[config.mk]
export PLATFORM = sky130hd
export DESIGN_NAME = tdm_prbs_tx
export DESIGN_NICKNAME = d
export VERILOG_FILES = /design/src/rtl/tdm_prbs_pkg.sv /design/src/rtl/tdm_slot_timer.sv /design/src/rtl/prbs15_gen.sv /design/src/rtl/tdm_prbs_tx.sv
export SDC_FILE = /design/constraint.sdc
export NUM_CORES = 1
export LEC_CHECK = 0
export ABC_CLOCK_PERIOD_IN_PS = 6800
export BUFFER_PORTS_ARGS = -buffer_cell sky130_fd_sc_hd__buf_2
export CAP_MARGIN = 0
export CORE_UTILIZATION = 30
export CTS_CLUSTER_DIAMETER = 120
export DETAILED_ROUTE_END_ITERATION = 12
export PLACE_DENSITY = 0.59
export SYNTH_ARGS = -nofsm -noshare
export SYNTH_HDL_FRONTEND = slang
export SYNTH_HIERARCHICAL = 1
export SYNTH_SLANG_ARGS = --single-unit
[constraint.sdc]
create_clock -name clk_i -period 6.8 [get_ports clk_i]
set_input_delay 1.7 -clock clk_i [delete_from_list [all_inputs] [get_ports clk_i]]
set_output_delay 1.7 -clock clk_i [all_outputs]
set_load 0.02 [all_outputs]
[src/rtl/tdm_prbs_pkg.sv]
package tdm_prbs_pkg;
  localparam int unsigned PRBS_W    = 15;
  localparam int unsigned PRBS_TAPA = 14;
  localparam int unsigned PRBS_TAPB = 13;
  localparam logic [PRBS_W-1:0] PRBS_SEED = '1;

  function automatic logic [PRBS_W-1:0] prbs_step(input logic [PRBS_W-1:0] s);
    return {s[PRBS_W-2:0], s[PRBS_TAPA] ^ s[PRBS_TAPB]};
  endfunction
endpackage

[src/rtl/tdm_slot_timer.sv]
module tdm_slot_timer #(
  parameter int unsigned NUM_CH  = 32,
  parameter int unsigned CH_BITS = 8
) (
  input  logic                        clk_i,
  input  logic                        rst_ni,
  input  logic                        frame_i,
  input  logic                        en_i,
  input  logic [$clog2(NUM_CH)-1:0]   start_ch_i,
  input  logic [$clog2(NUM_CH):0]     win_len_i,
  output logic                        in_win_o
);
  localparam int unsigned CH_W  = $clog2(NUM_CH);
  localparam int unsigned BIT_W = $clog2(CH_BITS);
  localparam int unsigned POS_W = CH_W + BIT_W;

  logic [POS_W-1:0] pos_q, pos_d;
  logic [CH_W-1:0]  ch_now;
  logic [CH_W-1:0]  ch_off;

  always_comb begin
    pos_d  = frame_i ? '0 : pos_q + 1'b1;
    ch_now = pos_d[POS_W-1:BIT_W];
    ch_off = ch_now - start_ch_i;
    in_win_o = en_i && ({1'b0, ch_off} < win_len_i);
  end

  always_ff @(posedge clk_i or negedge rst_ni) begin
    if (!rst_ni) pos_q <= '1;
    else         pos_q <= pos_d;
  end
endmodule

[src/rtl/prbs15_gen.sv]
module prbs15_gen
  import tdm_prbs_pkg::*;
(
  input  logic              clk_i,
  input  logic              rst_ni,
  input  logic              reseed_i,
  input  logic              step_i,
  output logic              bit_o,
  output logic [PRBS_W-1:0] state_o
);
  logic [PRBS_W-1:0] st_q, st_d;

  always_comb begin
    st_d = st_q;
    if (reseed_i)    st_d = PRBS_SEED;
    else if (step_i) st_d = prbs_step(st_q);
  end

  always_ff @(posedge clk_i or negedge rst_ni) begin
    if (!rst_ni) st_q <= PRBS_SEED;
    else         st_q <= st_d;
  end

  assign bit_o   = st_q[PRBS_W-1];
  assign state_o = st_q;
endmodule

[src/rtl/tdm_prbs_tx.sv]
module tdm_prbs_tx
  import tdm_prbs_pkg::*;
#(
  parameter int unsigned NUM_CH  = 32,
  parameter int unsigned CH_BITS = 8
) (
  input  logic                      clk_i,
  input  logic                      rst_ni,
  input  logic                      frame_i,
  input  logic                      ser_i,
  input  logic [$clog2(NUM_CH)-1:0] start_ch_i,
  input  logic [$clog2(NUM_CH):0]   win_len_i,
  input  logic                      tx_en_i,
  input  logic                      glob_en_i,
  output logic                      ser_o
);
  logic              active;
  logic              in_win;
  logic              prbs_bit;
  logic [PRBS_W-1:0] prbs_state;
  logic              ser_d, ser_q;

  assign active = tx_en_i & glob_en_i;

  tdm_slot_timer #(.NUM_CH(NUM_CH), .CH_BITS(CH_BITS)) timer_i (
    .clk_i      (clk_i),
    .rst_ni     (rst_ni),
    .frame_i    (frame_i),
    .en_i       (active),
    .start_ch_i (start_ch_i),
    .win_len_i  (win_len_i),
    .in_win_o   (in_win)
  );

  prbs15_gen gen_i (
    .clk_i    (clk_i),
    .rst_ni   (rst_ni),
    .reseed_i (~active),
    .step_i   (in_win),
    .bit_o    (prbs_bit),
    .state_o  (prbs_state)
  );

  always_comb ser_d = in_win ? prbs_bit : ser_i;

  always_ff @(posedge clk_i or negedge rst_ni) begin
    if (!rst_ni) ser_q <= 1'b0;
    else         ser_q <= ser_d;
  end

  assign ser_o = ser_q;
endmodule

# After elaboration in Yosys (flattened, before gate mapping)
# Index checks and enable logic that the tools add are counted.
totals:
  reg_bits: 24
  input_bits: 17
  out_inout_bits: 1
  wordCells: 14
op_classes:
  add_sub_neg: 2
  n_lt_le_gt_ge: 1
  n_eq_ne: 1
  mux: 4
  bitwise: 2
  reduce_logical: 1
op_table:
  columns: ["op", "count"]
  rows:
  - ["$mux W15", 2]
  - ["$add A8 B1 Y8 const B", 1]
  - ["$mux W8", 1]
  - ["$lt A5 B6 Y1", 1]
  - ["$sub A5 B5 Y5", 1]
  - ["$ne A2 B2 Y1 const B", 1]
  - ["$and A1 B1 Y1", 1]
  - ["$logic_and A1 B1 Y1", 1]
  - ["$mux W1", 1]
  - ["$xor A1 B1 Y1", 1]

# Depth between registers and ports, before layout
logic_depth:
  ltp_word: 7
  mapped_depth: 18
  depth_no_buf: 16

# Cells and area by module
# The synthesis kept the hierarchy.
modules_own_cells:
  columns: ["mod", "instances", "cells_each", "area_each_um2", "seq_area_each_um2"]
  rows:
  - ["prbs15_gen", 1, 51, 654.4, 394.1]
  - ["tdm_slot_timer", 1, 65, 629.4, 210.2]
  - ["tdm_prbs_tx", 1, 4, 50.0, 25.0]

# Least setup slack after synthesis
# Ideal clock, no wire load.
synth_timing:
  path_kind: "input to register"
  start: "input frame_i"
  end: "register gen_i.st_q[10] (netlist: gen_i/state_o[10])"
  setup_ps: 81
  arrival_time_ps: 4298
  required_time_ps: 6719
  slack_ps: 2421
  path_stages: 17
  n_path_buf: 3
  cell_sequence: "buf_2 -> or2_2 -> ha_1 -> inv_1 -> fa_1 -> a21o_1 -> a21oi_1 -> xnor2_1 -> xnor2_1 -> ha_1 -> a21oi_1 -> a21oi_1 -> nor2b_1 -> buf_6 -> buf_12 -> mux2i_1 -> nand2_1"
synth_via:
  elab_chain_len: 5
synth_rtl:
  columns: ["element", "line", "rtl"]
  rows:
  - ["start: declaration", "tdm_prbs_tx.sv:9", "input logic frame_i,"]
  - ["$mux W8", "tdm_slot_timer.sv:22", "pos_d = frame_i ? '0 : pos_q + 1'b1;"]
  - ["$sub A5 B5 Y5", "tdm_slot_timer.sv:24", "ch_off = ch_now - start_ch_i;"]
  - ["$lt A5 B6 Y1", "tdm_slot_timer.sv:25", "in_win_o = en_i && ({1'b0, ch_off} < win_len_i);"]
  - ["$logic_and A1 B1 Y1", "tdm_slot_timer.sv:25", null]
  - ["net in_win", "tdm_prbs_tx.sv:18", "logic in_win;"]
  - ["$ne A2 B2 Y1 (no source line)", null, null]
  - ["end signal: assignment", "prbs15_gen.sv:21", "else st_q <= st_d;"]
  - ["end: declaration", "prbs15_gen.sv:11", "logic [PRBS_W-1:0] st_q, st_d;"]
# The timed path passes the listed nets, and every way through them passes these cells.
# A chain may end at the register's enable or synchronous reset.

# Final worst setup path
layout_timing:
  start: "input frame_i"
  end: "register ser_q (netlist: ser_o)"
layout_via:
  elab_chain_len: 5
layout_rtl:
  columns: ["element", "line", "rtl"]
  rows:
  - ["$mux W8", "tdm_slot_timer.sv:22", null]
  - ["$sub A5 B5 Y5", "tdm_slot_timer.sv:24", null]
  - ["$lt A5 B6 Y1", "tdm_slot_timer.sv:25", null]
  - ["$logic_and A1 B1 Y1", "tdm_slot_timer.sv:25", null]
  - ["net in_win", "tdm_prbs_tx.sv:18", null]
  - ["$mux W1", "tdm_prbs_tx.sv:44", "always_comb ser_d = in_win ? prbs_bit : ser_i;"]
  - ["net ser_d", "tdm_prbs_tx.sv:21", "logic ser_d, ser_q;"]
  - ["end signal: assignment", "tdm_prbs_tx.sv:48", "else ser_q <= ser_d;"]
  - ["end: declaration", "tdm_prbs_tx.sv:21", null]
# The timed path passes the listed nets, and every way through them passes these cells.

==> impl_metrics.json <==
{
  "rsz0062_at_grt": "false",
  "area_delta_synth_final_pct": 14.0,
  "setup_ws_ps": 2510,
  "max_stage_delay_ps": 400,
  "slew_violations": 0,
  "layout-drive-gt1-share_pct": 36.5,
  "grt_max_degree": 25,
  "max_freq_mhz": 233,
  "power_density_mw_per_mm2": 201,
  "num_io_pins": 18,
  "arrival_ps": 4450,
  "finalNetCount": 165,
  "rows": 23,
  "clockPowerShare_pct": 40.3,
  "clk_pin_slew_ps": 80,
  "dp_slack_ps": 2210,
  "coreArea_mm2": 0.00412,
  "hpwl_mm": 1.63,
  "worst-r2r-setup-slack_ps": 3270,
  "grt.total_usage_pct": 10.5,
  "status": "finished clean",
  "yosysWarnings": 6,
  "h-tree-depth": 1,
  "drc": 0,
  "highest_layer": "met4",
  "first_global_vias": 834,
  "cts_resized": 0,
  "r2r_end": "ser_o$_DFF_PN0_",
  "hold_buffers": 0,
  "cpMostUsedCell": "a21oi_1",
  "path_class": "input pin to register",
  "dr.first_iter.drc_count": 11,
  "hold_path_end": "timer_i/pos_q[0]$_DFF_PN1_",
  "cp_max_fo": 17,
  "p_int_mw": 0.241,
  "endpoint_kind": "register",
  "whs_ps": 532,
  "clk_path_buf_depth": 2,
  "final_cell_mix": "23 x dfstp_2, 17 x nand2_1, 17 x buf_2",
  "syn_area_per_cell_um2": 11.1,
  "met2_length_mm": 1.12,
  "tritoncts": "done",
  "num_vias": 857,
  "combPwrFrac_pct": 10.9,
  "totalWireLength_mm": 2.15,
  "cts_setup_buffers": 0,
  "regArea_um2": 629,
  "critPathLaunchType": "input pin",
  "grt_overflow": 0,
  "seqPwrFrac_pct": 48.8,
  "drtAntennaViolNets": 0,
  "reg2reg_depth": 16,
  "initial_utilization_pct": 32.2,
  "wl_met3_um": 34,
  "peakVddDrop_mv": 0.108,
  "antenna_cells": 0,
  "layout_commonest_cell": "dfstp_2",
  "cts-root-buf": "clkbuf_8",
  "crit_chain": "buf_2 -> or2_2 -> ha_1 -> inv_1 -> fa_1 -> a21o_1 -> a21oi_1 -> xnor2_1 -> xnor2_1 -> ha_1 -> a21oi_1 -> a21oi_1 -> nor2b_1 -> buf_4 -> mux2_4",
  "grt_pass1_wl_mm": 3.59,
  "p_leak_nw": 0.667,
  "syn_nets": 146,
  "post_drt_wl_per_cell_um": 11.5,
  "critPathSlowestCell": "fa_1",
  "fin_util_pct": 36.7,
  "io_buffers": 17,
  "die_x_um": 68.5,
  "finalSetupTns_ps": 0,
  "fillCellCount": 427,
  "min_path_type": "register to register",
  "switchingPower_mw": 0.0635,
  "netlist_instances": 119,
  "swShare_pct": 20.9,
  "setup_viol": 0,
  "worst_hold_startpoint": "timer_i/pos_q[0]$_DFF_PN1_",
  "die-area_mm2": 0.00469,
  "finClkSkew_ps": 4.30,
  "cts_inserted_buffers": 3,
  "crit_required_ps": 6960,
  "viasPerCell": 4.58,
  "tightest_slew_ps": 508,
  "antenna_found_initial": 0,
  "fin_crit_sh_pct": 63.0,
  "r2r-start": "timer_i/pos_q[2]$_DFF_PN1_",
  "relSlewSlack_pct": 66.1,
  "cts_sinks": 24,
  "drv_cap": 0,
  "multi_input_area_um2": 618,
  "hold_viol_final": 0,
  "min_path_cells": 1,
  "clkLatencyLatePin_ps": 270,
  "layout_min_cycle_time_ps": 4290,
  "syn-cell-area_mm2": 0.00133,
  "dieHeight_um": 68.5,
  "dr.pass1.iters": 4,
  "place_congestion": 0.730,
  "met1Wirelength_um": 972
}
-- critical path, delay by kind of cell --
kind                       cells  cell delay, ps
and+or+nand+nor                2             240
muxes                          1             330
adders and majority gates      3             790
AOI/OAI and AO/OA              4             560
buffers and inverters          3             510
xor gates and xnor gates       2             310
-- metrics by stage --
stage | instance area [um^2] | cells | power (mW)
6_report | 1510 | 187 | 0.304
4_1_cts | 1510 | 187 | 0.310
3_5_place_dp | 1440 | 183 | 0.184
3_3_place_gp | 1440 | 183 | 0.182
5_1_grt | 1510 | 187 | 0.319
2_1_floorplan | 1330 | 119 | 0.174
-- power groups by stage --
| stage | clock network, mW | registers [mW] | logic [mW] |
|---|---|---|---|
| finish | 0.123 | 0.148 | 0.0330 |
| global route | 0.133 | 0.149 | 0.0370 |
| CTS | 0.128 | 0.149 | 0.0336 |
| detailed placement | 0 | 0.151 | 0.0334 |
| global placement | 0 | 0.151 | 0.0319 |
| floorplan | 0 | 0.151 | 0.0232 |
-- worst max path at each step --
stage | cells after the start | slack, ps | endpoint | start
4_1_cts | 15 | 2490 | ser_o$_DFF_PN0_ | frame_i
2_1_floorplan | 17 | 2420 | gen_i/state_o[10]$_DFFE_PN1P_ | frame_i
3_3_place_gp | 15 | 2290 | ser_o$_DFF_PN0_ | frame_i
6_report | 15 | 2510 | ser_o$_DFF_PN0_ | frame_i
5_1_grt | 15 | 2320 | ser_o$_DFF_PN0_ | frame_i
3_5_place_dp | 15 | 2210 | ser_o$_DFF_PN0_ | frame_i
-- flip-flops by register name (all words and copies together), names as in the netlist --
name,flops
timer_i/pos_q,8
gen_i/state_o,15
ser_o,1
-- final cells by class --
class	instances	area share [%]
multi-input combinational	81	40.9
tap	50	4.14
timing repair buffer	18	6.13
clock buffer	3	2.73
clock inverter	1	1.99
sequential	24	41.6
inverter	10	2.48
-- layer usage --
metal | global-route usage [%] | vias up
met5 | 0 | -
met4 | 4.69 | 0
met3 | 1.97 | 2
met2 | 19.1 | 9
met1 | 11.8 | 417
li1 | - | 429
(Power assumes the default switching activity.)
